**config.mk**
```make
export PLATFORM = sky130hd
export DESIGN_NAME = pci_irq_steer
export DESIGN_NICKNAME = d
export VERILOG_FILES = /design/src/rtl/pci_irq_steer.sv
export SDC_FILE = /design/constraint.sdc
export NUM_CORES = 1
export LEC_CHECK = 0
export BUFFER_PORTS_ARGS = -buffer_cell sky130_fd_sc_hd__buf_4
export CAP_MARGIN = 20
export CORE_UTILIZATION = 37
export CTS_BUF_LIST = sky130_fd_sc_hd__clkbuf_8
export DETAILED_ROUTE_END_ITERATION = 8
export PLACE_DENSITY = 0.61
export SLEW_MARGIN = 10
export SYNTH_ARGS = -nofsm -noshare
export SYNTH_HDL_FRONTEND = slang
export SYNTH_SLANG_ARGS = --single-unit
```
**constraint.sdc**
```tcl
create_clock -name clk -period 1.6 [get_ports clk]
set_clock_uncertainty 0.1 [all_clocks]
set_input_delay 0.24 -clock clk [delete_from_list [all_inputs] [get_ports clk]]
set_output_delay 0.24 -clock clk [all_outputs]
set_load 0.01 [all_outputs]
```
**src/rtl/pci_irq_steer.sv**
```systemverilog
module pci_irq_steer #(
  parameter logic [7:0] STEER_ADDR = 8'h74,
  parameter logic [7:0] TRIG_ADDR  = 8'h5C,
  parameter logic [7:0] PM_ADDR    = 8'h78,
  parameter int         NLINK      = 4,
  parameter int         NTGT       = 8
) (
  input  logic              clk,
  input  logic              rst_n,
  input  logic [7:0]        cfg_addr,
  input  logic              cfg_wr,
  input  logic [31:0]       cfg_wdata,
  output logic [31:0]       cfg_rdata,
  input  logic [NLINK-1:0]  link_n,
  output logic [NTGT-1:0]   irq_out
);
  localparam logic [31:0] STEER_MASK = 32'h00FF_7777;
  localparam int          IW         = $clog2(NTGT);

  logic [31:0]     steer_q;
  logic [NTGT-1:0] trig_q;
  logic [31:0]     pm_q;
  logic [NTGT-1:0] req, req_q, req_d;

  always_ff @(posedge clk) begin
    if (!rst_n) begin
      steer_q <= '0;
      trig_q  <= '0;
      pm_q    <= '0;
    end else if (cfg_wr) begin
      if (cfg_addr == STEER_ADDR) steer_q <= cfg_wdata & STEER_MASK;
      if (cfg_addr == TRIG_ADDR)  trig_q  <= cfg_wdata[NTGT-1:0];
      if (cfg_addr == PM_ADDR)    pm_q    <= cfg_wdata;
    end
  end

  wire [NTGT-1:0] tgt_en = steer_q[16 +: NTGT];

  always_comb begin
    req = '0;
    for (int n = 0; n < NLINK; n++) begin
      if (!link_n[n] && tgt_en[steer_q[4*n +: IW]])
        req[steer_q[4*n +: IW]] = 1'b1;
    end
  end

  always_ff @(posedge clk) begin
    if (!rst_n) begin
      req_q <= '0;
      req_d <= '0;
    end else begin
      req_q <= req;
      req_d <= req_q;
    end
  end

  assign irq_out = req_q & (trig_q | ~req_d);

  always_comb begin
    cfg_rdata = '0;
    if (cfg_addr == STEER_ADDR)     cfg_rdata = steer_q;
    else if (cfg_addr == TRIG_ADDR) cfg_rdata = {{(32-NTGT){1'b0}}, trig_q};
    else if (cfg_addr == PM_ADDR)   cfg_rdata = pm_q;
  end
endmodule

```
==> results of run 1 <==
[layer usage]
layer | up-vias | global-route usage (%)
met3 | 11 | 4.610
met5 | - | 0
li1 | 1513 | -
met2 | 82 | 32.11
met4 | 0 | 6.659
met1 | 1416 | 24.95
[cell usage after synthesis, types with 6 or more instances]
library cell	instances	share of area [%]
mux2i_1	60	17
a22o_1	17	4.3
nand3_1	6	0.87
nor2_1	9	0.97
dfxtp_1	76	44
a21boi_0	8	1.7
inv_1	10	1.1
nand2_1	95	10
and2_1	18	3.2
clkbuf_1	11	1.2
nor2b_1	11	2.0
[power breakdown]
part / total (mW) / internal [mW] / switching (mW) / leakage [nW]
Sequential: 1.89 / 1.89 / 0.00145 / 0.612
Combinational: 0.233 / 0.123 / 0.111 / 1.58
Clock: 1.66 / 0.903 / 0.754 / 0.115
Total: 3.78 / 2.92 / 0.866 / 2.30
[flip-flops by register name, indices dropped and copies added (netlist names)]
| register | cells |
|---|---|
| pm_q | 32 |
| steer_q | 20 |
| req_d | 8 |
| req_q | 8 |
| trig_q | 8 |
[per-stage QoR]
step / area, um^2 / utilization, % / hold slack, ns
after floorplan: 3471 / - / 0.2788
after global placement: 4352 / 48.94 / 0.3364
after detailed placement: 4352 / 48.94 / 0.3436
after CTS: 4661 / 52.42 / 0.01536
after global routing: 4682 / 52.66 / 0.009023
final: 4682 / 52.66 / 0.03671
[timing repair]
action                                  4_1_cts  5_1_grt
hold buffers                                  0        0
endpoints found under the hold margin         0        0
pin swaps                                     8        7
buffers inserted                              2        0
resized for setup                            18        9
endpoints found under the setup margin       32       33
gates cloned                                  1        0
[worst max-delay path, cell delays in order]
cell and delay (ns):
buf_6 0.09, buf_6 0.10, and4bb_4 0.29, and3_4 0.24
buf_8 0.14, a221o_1 0.19, buf_6 0.12
[area by class of cell]
cell class,instances,area share (%)
multi-input combinational,268,38.24
sequential,76,32.52
timing repair buffer,112,20.68
tap,108,2.886
clock buffer,9,2.646
clock inverter,7,2.218
inverter,10,0.8017
[logic make-up after synthesis]
| family | share of synthesized area, % |
|---|---|
| and+or+nand+nor | 22.49 |
| DFF | 43.84 |
| muxes | 17.30 |
| AOI/OAI and AO/OA | 11.39 |
| buffers and inverters | 4.975 |
[worst paths after layout]
kind	startpoint	end	slack, ns	depth (start not counted)
worst max-delay path	cfg_addr[1]	cfg_rdata[1]	-0.16	7
worst min-delay path	cfg_wdata[26]	pm_q[26]	0.04	3
worst max register to register	steer_q[10]	req_q[4]	0.23	3
worst min register to register	req_q[1]	req_d[1]	0.35	1
==> out/results.ini, run 1 <==
[status]
outcome = finished with violations
violations = setup timing

[global_route]
grt.total_usage_pct = 19.48
gr-total-overflow = 0
grt_max_degree = 37
grt_pass1_vias = 2984
grt_pass1_wl_um = 14790
grt_antenna_before_repair = 0

[clock_tree]
cts_tree = built
root_buffer = clkbuf_8
clk_pin_slew_ns = 0.09
clock_sinks = 76
clk_path_buf_depth = 2
cts_buffers = 9
clk_latency_ns = 0.35
htreeDepth = 3

[floorplanning]
rows = 34
start_util_pct = 39.04
io_pins = 87
core_area_um2 = 8891
dieHeight_um = 98.86
die-area_um2 = 9772
die_w_um = 98.86

[synth]
ys_warn_count = 0
synthesis.area_um2 = 3471
synthCells = 377
synth_cell_types = 36
yosysSeqAreaShare_pct = 43.84
synth.ff_latch_count = 76
synth.net_count = 424
synth_edf_count = 0
ys.flop_type = dfxtp_1
synthArstFlopShare_pct = 0
syn_area_per_cell_um2 = 9.206

[sta]
max_freq_ghz = 0.5696
fin_crit_ns = 1.756
slew_viol_final = 0
setup_slack_ns = -0.1557
period_share_pct = 109.7
rsz0062_at_grt = true
tightest_slew_ns = 0.3692
relSlewSlack_pct = 75.04
hold_viol_final = 0
final.setup.tns_ns = -3.417
setup_viol = 31

[drt]
antenna_left = 0
highest_layer = met4
wl_met2_um = 4288
wl_per_cell_um = 15.36
first_pass_iters = 5
avgViaCountPerCell = 5.122
drt_iter0_drc = 117
drc_errors = 0
met1_length_um = 4218
wl_um = 9065
vias = 3022
wl_met3_um = 420

[worst_setup_path]
worstSetupPathType = in -> out
crit_arrival_ns = 1.42
crit_required_ns = 1.26
critPathMaxFanout = 8
end_kind = primary output
critPathLaunchType = input port

[final_layout]
final_nets = 524
drive_above_1_share_pct = 28.22
synthToLayoutAreaGrowth_pct = 34.90
multi_input_comb_area_um2 = 1790
fillers = 813
register_area_um2 = 1523
antenna_cells = 0
finalNonFillerCells = 590
layout_common_cells = nand2_1, buf_4, dfxtp_1
final_common_cell = nand2_1

[placed_design]
place_ws_ns = -0.2259
dp.final_hpwl_um = 6585
portBuffers = 86
dp_cells = 571
gp_congestion = 0.9016

[run]
maxCapViolCount = 0

[min_path]
hold_class = in -> reg

[power]
power_mw = 3.783
p_leak_nw = 2.304
ir_drop_mv = 0.5273
power_density_nw_per_um2 = 808.0

No activity file was read; power rests on OpenSTA's default activity.
==> run 2, diff against run 1 <==
Settings changed: CORE_UTILIZATION 37 to 25, PLACE_DENSITY 0.61 to 0.46.
==> run 2 against run 1 <==
The run still ends with setup timing left. Die area grew 47%. Via count shrank 1.8%. Clock power shrank 4%. Critical path type unchanged. Critical endpoint is now cfg_rdata[6].
==> out/results.ini, run 2 (synthesis gave the netlist of run 1 again) <==
[final_layout]
final_nets = 521
final_common_cell = nand2_1
largest_register = pm_q
antenna_cells = 0
fin_area_um2 = 4815
layout_common_cells = nand2_1, buf_4, dfxtp_1
fillers = 1398
drive_above_1_share_pct = 29.02
synthToLayoutAreaGrowth_pct = 38.72
reg_top3 = pm_q: 32 flops, steer_q: 20 flops
largest_register_ffs = 32
utilization_pct = 35.93
finalNonFillerCells = 655

[sta]
relSlewSlack_pct = 78.34
period_share_pct = 107.0
fin_crit_ns = 1.712
holdWs_ns = 0.03947
rsz0062_at_grt = true
slew_viol_final = 0
hold_viol_final = 0
setup_viol = 32
setup_slack_ns = -0.1121
max_freq_ghz = 0.5841
tightest_slew_ns = 0.3243
final.setup.tns_ns = -1.766

[power]
switchingPower_mw = 0.8330
p_comb_share_pct = 6.4
p_leak_nw = 2.314
seq_power_share_pct = 50.8
ir_drop_mv = 0.4907
power_mw = 3.724
power_density_nw_per_um2 = 773.4
pwr-share-clk_pct = 42.8
switching_share_pct = 22.37
p_int_mw = 2.891

[worst_setup_path]
crit_required_ns = 1.26
cp.buffers_inverters = 3
critPathMostFrequentCell = buf_6
critPathTopFamily = simple AND/OR/NAND/NOR gates
end_kind = primary output
r2r_slack_ns = 0.34
worstSetupPathType = in -> out
cp_slowest_stage_delay_ns = 0.35
slowest_stage = a221o_1
critPathMaxFanout = 17
critPathLaunchType = input port
path_cells = buf_6, and2b_2, and3_4, buf_12, a221o_1, buf_6
crit_arrival_ns = 1.37
timing.rr.end = req_q[7]
regToRegStartpoint = steer_q[8]
rr_worst_depth = 3

[clock_tree]
clk_latency_ns = 0.35
hold_buffers = 0
root_buffer = clkbuf_8
htreeDepth = 3
clk_path_buf_depth = 2
clk_pin_slew_ns = 0.08
cts_buffers = 9
clock_sinks = 76
cts_tree = built

[min_path]
hold_class = in -> reg
hp-start = cfg_wdata[11]
min_to = pm_q[11]
hold_path_depth = 3

[global_route]
grt.total_usage_pct = 14.19
grt_max_degree = 34
grt_pass1_vias = 3032
grt_pass1_wl_um = 15660
gr-total-overflow = 0
grt_antenna_before_repair = 0

[placed_design]
placed_cell_area_um2 = 4449
dp.final_hpwl_um = 7147
place_ws_ns = -0.2158
portBuffers = 86
dp_cells = 634
gp_congestion = 0.7977

[status]
violations = setup timing
outcome = finished with violations

[floorplanning]
die_w_um = 119.8
die-area_um2 = 14360
start_util_pct = 25.90
io_pins = 87
rows = 42
dieHeight_um = 119.8
core_area_um2 = 13400

[drt]
avgViaCountPerCell = 4.531
antenna_left = 0
wl_per_cell_um = 14.92
drc_errors = 0
drt_iter0_drc = 135
wl_um = 9772
first_pass_iters = 4
vias = 2968

[run]
maxCapViolCount = 0

-- run 2: cell types whose count changed in the layout (fill, tap and decap cells not counted), sizes merged --
cell      delta
buf          -4
inv          -4
clkinvlp     +1
clkbuf       +1
clkinv       +3
-- run 2: power groups by stage --
stage | combinational [mW] | sequential [mW] | clock (mW)
after CTS | 0.238 | 1.89 | 1.66
after global routing | 0.260 | 1.89 | 1.75
after global placement | 0.228 | 1.94 | 0
final | 0.238 | 1.89 | 1.59
after detailed placement | 0.230 | 1.94 | 0
after floorplan | 0.0875 | 1.94 | 0
-- run 2: layout make-up --
cell class	count	area [um^2]	share of cell area [%]
timing repair buffer	109	1016	21.10
clock buffer	9	123.9	2.573
multi-input combinational	268	1800	37.40
tap	176	220.2	4.574
inverter	10	37.54	0.7796
sequential	76	1525	31.68
clock inverter	7	91.34	1.897
-- run 2: worst reg2reg max path, cell delays in order (launching register included) --
cell and delay (ns):
dfxtp_1 0.40, nor2b_1 0.30, nand3_1 0.16, a41oi_1 0.23
-- run 2: layer usage --
layer	part of all wire, %	track usage, %
met1	46	17.74
met2	48	24.13
met3	4.2	3.565
met4	1.0	3.750
met5	0	0
-- run 2: repair_timing --
item	4_1_cts	5_1_grt
endpoints found under the hold margin	0	0
gates cloned	0	1
buffers inserted	2	2
endpoints found under the setup margin	34	32
resized for setup	29	3
pin swaps	6	6
-- run 2: how the worst max path moves through the flow --
stage / startpoint / endpoint / slack, ns / depth (start not counted)
final: cfg_addr[4] / cfg_rdata[6] / -0.11 / 6
after global routing: cfg_addr[4] / cfg_rdata[1] / -0.13 / 6
after CTS: cfg_addr[4] / cfg_rdata[4] / -0.11 / 6
after detailed placement: cfg_addr[6] / cfg_rdata[4] / -0.22 / 6
after global placement: cfg_addr[6] / cfg_rdata[6] / -0.20 / 6
after floorplan: cfg_addr[0] / cfg_rdata[11] / 0.10 / 4
